<file path="config.mk">
export PLATFORM = sky130hd
export DESIGN_NAME = seq_pair_detector
export DESIGN_NICKNAME = d
export VERILOG_FILES = /design/src/rtl/sqd_pkg.sv /design/src/rtl/sqd_next_state.sv /design/src/rtl/sqd_match_decode.sv /design/src/rtl/sqd_state_reg.sv /design/src/rtl/seq_pair_detector.sv
export SDC_FILE = /design/constraint.sdc
export NUM_CORES = 1
export LEC_CHECK = 0
export BUFFER_PORTS_ARGS = -buffer_cell sky130_fd_sc_hd__buf_2
export CAP_MARGIN = 20
export CORE_AREA = 2 2 39 41
export DETAILED_ROUTE_END_ITERATION = 8
export DIE_AREA = 0 0 41 43
export HOLD_SLACK_MARGIN = 0.08
export PLACE_DENSITY = 0.31
export SKIP_LAST_GASP = 1
export SLEW_MARGIN = 20
export SYNTH_ARGS = -nofsm -noshare
export SYNTH_HDL_FRONTEND = slang
export SYNTH_SLANG_ARGS = --single-unit
</file>
<file path="constraint.sdc">
create_clock -name clk -period 1.25 [get_ports clk]
set_clock_uncertainty 0.15 [all_clocks]
set_input_delay 0.0625 -clock clk [delete_from_list [all_inputs] [get_ports clk]]
set_output_delay 0.0625 -clock clk [all_outputs]
set_load 0.005 [all_outputs]
</file>
<file path="src/rtl/sqd_pkg.sv">
// Package: shared state type for the dual-pattern recogniser.
// Assumes: six suffix classes suffice for patterns 1001 and 1111.
package sqd_pkg;
    localparam int NUM_STATES = 6;
    localparam int STATE_W    = $clog2(NUM_STATES);

    // Suffix classes: longest stream tail that is a prefix of a pattern.
    typedef enum logic [STATE_W-1:0] {
        ST_NONE = 3'd0,
        ST_1    = 3'd1,
        ST_10   = 3'd2,
        ST_100  = 3'd3,
        ST_11   = 3'd4,
        ST_111  = 3'd5
    } sqd_state_t;
endpackage

</file>
<file path="src/rtl/sqd_next_state.sv">
// Module: next-state function of the merged suffix graph.
// Assumes: caller decides whether the result is loaded (qualifier).
// Unknown codes fall back to ST_NONE.
module sqd_next_state
    import sqd_pkg::*;
(
    input  sqd_state_t cur,
    input  logic       bit_in,
    output sqd_state_t nxt
);
    // Transition table of the six-state graph.
    always_comb begin
        unique case (cur)
            ST_NONE: nxt = bit_in ? ST_1   : ST_NONE;
            ST_1:    nxt = bit_in ? ST_11  : ST_10;
            ST_10:   nxt = bit_in ? ST_1   : ST_100;
            ST_100:  nxt = bit_in ? ST_1   : ST_NONE;
            ST_11:   nxt = bit_in ? ST_111 : ST_10;
            ST_111:  nxt = bit_in ? ST_111 : ST_10;
            default: nxt = ST_NONE;
        endcase
    end
endmodule

</file>
<file path="src/rtl/sqd_match_decode.sv">
// Module: Mealy output decode; flags a completed pattern.
// Assumes: bit_vld and rst_n gate the flag in the same cycle.
module sqd_match_decode
    import sqd_pkg::*;
(
    input  sqd_state_t cur,
    input  logic       bit_in,
    input  logic       bit_vld,
    input  logic       rst_n,
    output logic       match
);
    // Hit when a final 1 lands on the 100 or 111 suffix.
    always_comb begin
        match = 1'b0;
        if (rst_n && bit_vld && bit_in)
            match = (cur == ST_100) || (cur == ST_111);
    end
endmodule

</file>
<file path="src/rtl/sqd_state_reg.sv">
// Module: state register with synchronous active-low reset.
// Assumes: the state holds in any cycle without a qualified bit.
module sqd_state_reg
    import sqd_pkg::*;
(
    input  logic       clk,
    input  logic       rst_n,
    input  logic       load,
    input  sqd_state_t nxt,
    output sqd_state_t cur
);
    // Clear on reset, advance only on a qualified bit.
    always_ff @(posedge clk) begin
        if (!rst_n)
            cur <= ST_NONE;
        else if (load)
            cur <= nxt;
    end
endmodule

</file>
<file path="src/rtl/seq_pair_detector.sv">
// Module: top of the dual-pattern (1001 / 1111) overlapping recogniser.
// Assumes: one serial bit per qualified cycle; output is combinational.
module seq_pair_detector
    import sqd_pkg::*;
(
    input  logic clk,
    input  logic rst_n,
    input  logic bit_vld,
    input  logic bit_in,
    output logic match
);
    sqd_state_t state_q;
    sqd_state_t state_d;

    sqd_next_state u_next (
        .cur    (state_q),
        .bit_in (bit_in),
        .nxt    (state_d)
    );

    sqd_state_reg u_reg (
        .clk   (clk),
        .rst_n (rst_n),
        .load  (bit_vld),
        .nxt   (state_d),
        .cur   (state_q)
    );

    sqd_match_decode u_dec (
        .cur     (state_q),
        .bit_in  (bit_in),
        .bit_vld (bit_vld),
        .rst_n   (rst_n),
        .match   (match)
    );
endmodule

</file>
## Word level (Yosys, flattened, before mapping)

Index checks and enable logic that the tools add are counted.

- Reduce and logical (&&, ||, !) cells: 6
- Mux-type cells: 6
- Equal/unequal tests: 5

Operators with widths:

| cell | count |
|---|---|
| case mux 3 bit (4 select lines) | 1 |
| == test 3 x 2 -> 1 bit (second input constant) | 2 |
| == test 3 bit (second input constant) | 2 |
| 2-to-1 mux 3 bit | 2 |
| OR reduction 2 bit | 2 |
| == test 3 x 1 -> 1 bit (second input constant) | 1 |
| logical NOT 3 bit | 1 |
| logical AND 1 bit | 2 |
| 2-to-1 mux 1 bit | 2 |
| 2-to-1 mux 2 bit | 1 |
| logical OR 1 bit | 1 |

- Word-level logic and storage cells: 18
- Output and inout port bits: 1
- Register bits: 3

## Depth between registers and ports, before layout

- Depth after elaboration: 3
- Depth in mapped cells: 3
- Mapped depth without buffers: 3

## Hierarchy

Synthesis repeated with hierarchy kept, for this count alone.

- Cell total of the unflattened synthesis: 21
- Area, all modules: 180.2 µm²

By module, submodules not included:

| module | seq. area each (µm²) | instances | area an instance (µm²) | cells an instance |
|---|---|---|---|---|
| sqd_state_reg | 60.1 | 1 | 108.9 | 9 |
| sqd_next_state | 0.0 | 1 | 52.6 | 9 |
| sqd_match_decode | 0.0 | 1 | 18.8 | 3 |

## Worst setup path before layout

No wires, ideal clock.

- Path kind: register to register
- Start: register u_reg.cur[1]
- End: register u_reg.cur[0]
- Period minus slack after synthesis: 1134 ps
- Path buffers: 0
- Path slack: 116 ps
- Stages on the path, launching flop included: 3
- Setup time: 79 ps
- Arrival: 905 ps
- Cells stage by stage: dfxtp_1 mux2_4 a211oi_2

- Cells in the longest elaborated chain, start to end: 3

RTL lines:

| what | RTL line | text |
|---|---|---|
| start, declared | sqd_state_reg.sv:10 | `output sqd_state_t cur` |
| start signal, assigned | sqd_state_reg.sv:17 | `cur <= nxt;` |
| == test 3 bit (tied with other cells) | sqd_next_state.sv:13 | `unique case (cur)` |
| OR reduction 2 bit (no source line) | - |  |
| case mux 3 bit (4 select lines) * | sqd_next_state.sv:13 |  |

Mark *: on every way between the ends. The rest lies on a longest branch, timed or not.
A chain may end at the register's enable or synchronous reset.

## Final worst setup path

- Start: register u_reg.cur[0]
- End: output port match

- Cells in the longest elaborated chain, start to end: 3

RTL lines:

| what | RTL line | text |
|---|---|---|
| == test 3 x 2 -> 1 bit or == test 3 bit (tied branches) | sqd_match_decode.sv:16 | `match = (cur == ST_100) \|\| (cur == ST_111);` |
| logical OR 1 bit * | sqd_match_decode.sv:16 |  |
| 2-to-1 mux 1 bit * | sqd_match_decode.sv:15 | `if (rst_n && bit_vld && bit_in)` |
| end, declared | seq_pair_detector.sv:10 | `output logic match` |

Marks and branches as above.

==> impl_metrics.json <==
{
  "status": "finished clean",
  "nets": 37,
  "powerDensity_nw_per_um2": 1130,
  "path_clk_slew_ns": 0.04,
  "yosysWarnings": 0,
  "wire_per_inst_um": 9.63,
  "synth_xor_area_frac": 0.0490,
  "netlist_instances": 20,
  "syn_area_per_cell_um2": 8.95,
  "synth-compound-area-share": 0.231,
  "synth_mux_area_frac": 0.0839,
  "grt_max_degree": 9,
  "maxSlewHeadroom": 0.837,
  "antennaDiodeCount": 0,
  "rr_worst_depth": 2,
  "crit_type": "reg -> out",
  "cts-root-buf": "clkbuf_4",
  "timing.rr.start": "u_reg.cur[1]",
  "synth_fp_nets": 24,
  "gp_congestion": 0.583,
  "setup-tns-final_ns": 0,
  "crit_path_start": "u_reg.cur[0]",
  "top_regs": "u_reg.cur (3)",
  "post-cts-setup-buffers": 0,
  "hold_class": "in -> reg",
  "r2r-end": "u_reg.cur[0]",
  "clock_latency_ns": 0.23,
  "period_share": 0.914,
  "synth_top_family_by_area": "simple AND/OR/NAND/NOR gates",
  "r2r_slack_ns": 0.11,
  "worst_setup_path_start_kind": "register",
  "largest_reg_flops": 3,
  "cts_made_buffers": 3,
  "first_global_vias": 192,
  "total_power_uw": 325,
  "end_kind": "output port",
  "fmax_ghz": 0.875,
  "ir_drop_v": 0.000568,
  "route.detailed.drc": 0,
  "row_count": 14,
  "tightest_slew_ns": 0.241,
  "drtIter0Drc": 5,
  "drv_cap": 0,
  "utilization": 0.207,
  "cts_tree": "built",
  "holdWs_ns": 0.101,
  "ys_ff_latch": 3,
  "required_ns": 1.04,
  "synthAdderAreaFrac": 0,
  "hold_viol": 0,
  "slew_violations": 0,
  "via_count": 191,
  "first_pass_iters": 4,
  "initial_core_util": 0.129,
  "hpwlAfterDp_um": 303,
  "grt_usage": 0.0683,
  "syn_to_final_growth_pct": 60.1,
  "leakagePower_nw": 0.121,
  "endpoint": "match",
  "finalSetupViolCount": 0,
  "ys_seq_area_frac": 0.336,
  "dpl_cell_area_um2": 226,
  "ant_nets": 0,
  "crit_arrival_ns": 0.93,
  "via_per_inst": 3.98,
  "crit_fanout": 4,
  "antenna_found_initial": 0,
  "fin_area_um2": 287,
  "largest-register": "u_reg.cur",
  "synth-simple-area-share": 0.280,
  "fp.dieArea_um2": 1760,
  "drive_above_1_share": 0.438,
  "io_buffers": 4,
  "wl_um": 462,
  "rsz0062_at_grt": "no",
  "synth_cell_type_count": 15,
  "die_y_um": 43,
  "die_x_um": 41,
  "htreeDepth": 1,
  "tritoncts_num_sinks": 3,
  "coreArea_um2": 1380,
  "syn_area_um2": 179,
  "cts_buffer_depth": 2,
  "io_pins": 5,
  "overflow": 0,
  "grt_pass1_wl_um": 772,
  "min_period_ns": 1.14
}
-- per-layer routing --
layer	global-route usage	share of wire
met5	0	0
met3	0.0471	0.050
met2	0.0781	0.43
met4	0.0400	0
met1	0.0900	0.52
-- stage by stage --
| stage | setup WS, ns | instances |
|---|---|---|
| 6_report | 0.108 | 48 |
| 3_5_place_dp | 0.0476 | 41 |
| 2_1_floorplan | 0.116 | 20 |
| 5_1_grt | 0.00229 | 48 |
| 3_3_place_gp | 0.0553 | 41 |
| 4_1_cts | 0.0320 | 48 |
-- cells in the mapped netlist --
cell	number	area, µm²
dfxtp_1	3	60.1
and3_1	2	12.5
nor2_1	2	7.51
o21ai_0	2	10.0
a211oi_2	1	12.5
a21oi_1	1	5.00
and3b_1	1	8.76
inv_2	1	3.75
mux2_4	1	15.0
nand4_1	1	6.26
nor2b_1	1	6.26
nor4b_1	1	8.76
o21ai_1	1	5.00
o31a_1	1	8.76
xnor2_1	1	8.76
-- cell usage in the layout (no fill, tap or decap) --
master / n
nor2b_1: 1
nor2_1: 2
xnor2_1: 1
and3b_1: 1
o21ai_1: 1
nand4_1: 1
o21ai_0: 2
dfxtp_2: 3
mux2_4: 1
clkbuf_4: 3
a21oi_1: 1
buf_4: 1
and3_1: 2
buf_2: 4
o31a_1: 1
nor4b_1: 1
clkbuf_1: 1
inv_2: 1
dlygate4sd3_1: 3
a211oi_2: 1
-- worst min-delay path by stage --
stage,startpoint,endpoint,slack (ns),cells past startpoint
final,bit_vld,u_reg.cur[0],0.10,3
after CTS,bit_vld,u_reg.cur[0],0.09,3
after global placement,rst_n,u_reg.cur[1],0.18,2
after detailed placement,rst_n,u_reg.cur[1],0.19,2
after floorplan,bit_vld,u_reg.cur[0],0.001,1
after global routing,bit_vld,u_reg.cur[0],0.11,3
-- power by group --
part	internal [mW]	switching, mW	total, mW
Combinational	0.0278	0.0202	0.0480
Sequential	0.103	0.00615	0.109
Clock	0.120	0.0485	0.168
-- cells by family (layout without fill, tap and decap cells) --
family | count (synthesis) | after routing
AOI/OAI and AO/OA | 6 | 6
xor gates and xnor gates | 1 | 1
buffers and inverters | 1 | 13
DFF | 3 | 3
muxes | 1 | 1
and+or+nand+nor | 8 | 8
-- critical path: stages (launching register included) --
cell and delay (ns):
dfxtp_2 0.31, buf_4 0.11, nand4_1 0.08, nor2_1 0.09, buf_2 0.11
-- layout make-up --
class / instances / area [µm²]
inverters: 1 / 3.75
fillers: 156 / 1100
repair buffers: 8 / 57.6
multi-input cells: 16 / 115
flip-flops and latches: 3 / 63.8
well taps: 16 / 20.0
clock buffers: 4 / 26.3
-- what timing repair did --
item                       in CTS  in global routing
hold endpoints to repair        3                  0
setup endpoints to repair       0                  2
gates resized for setup         0                  3
hold buffers                    3                  0
Note: power is estimated with default switching activity, not from simulation.
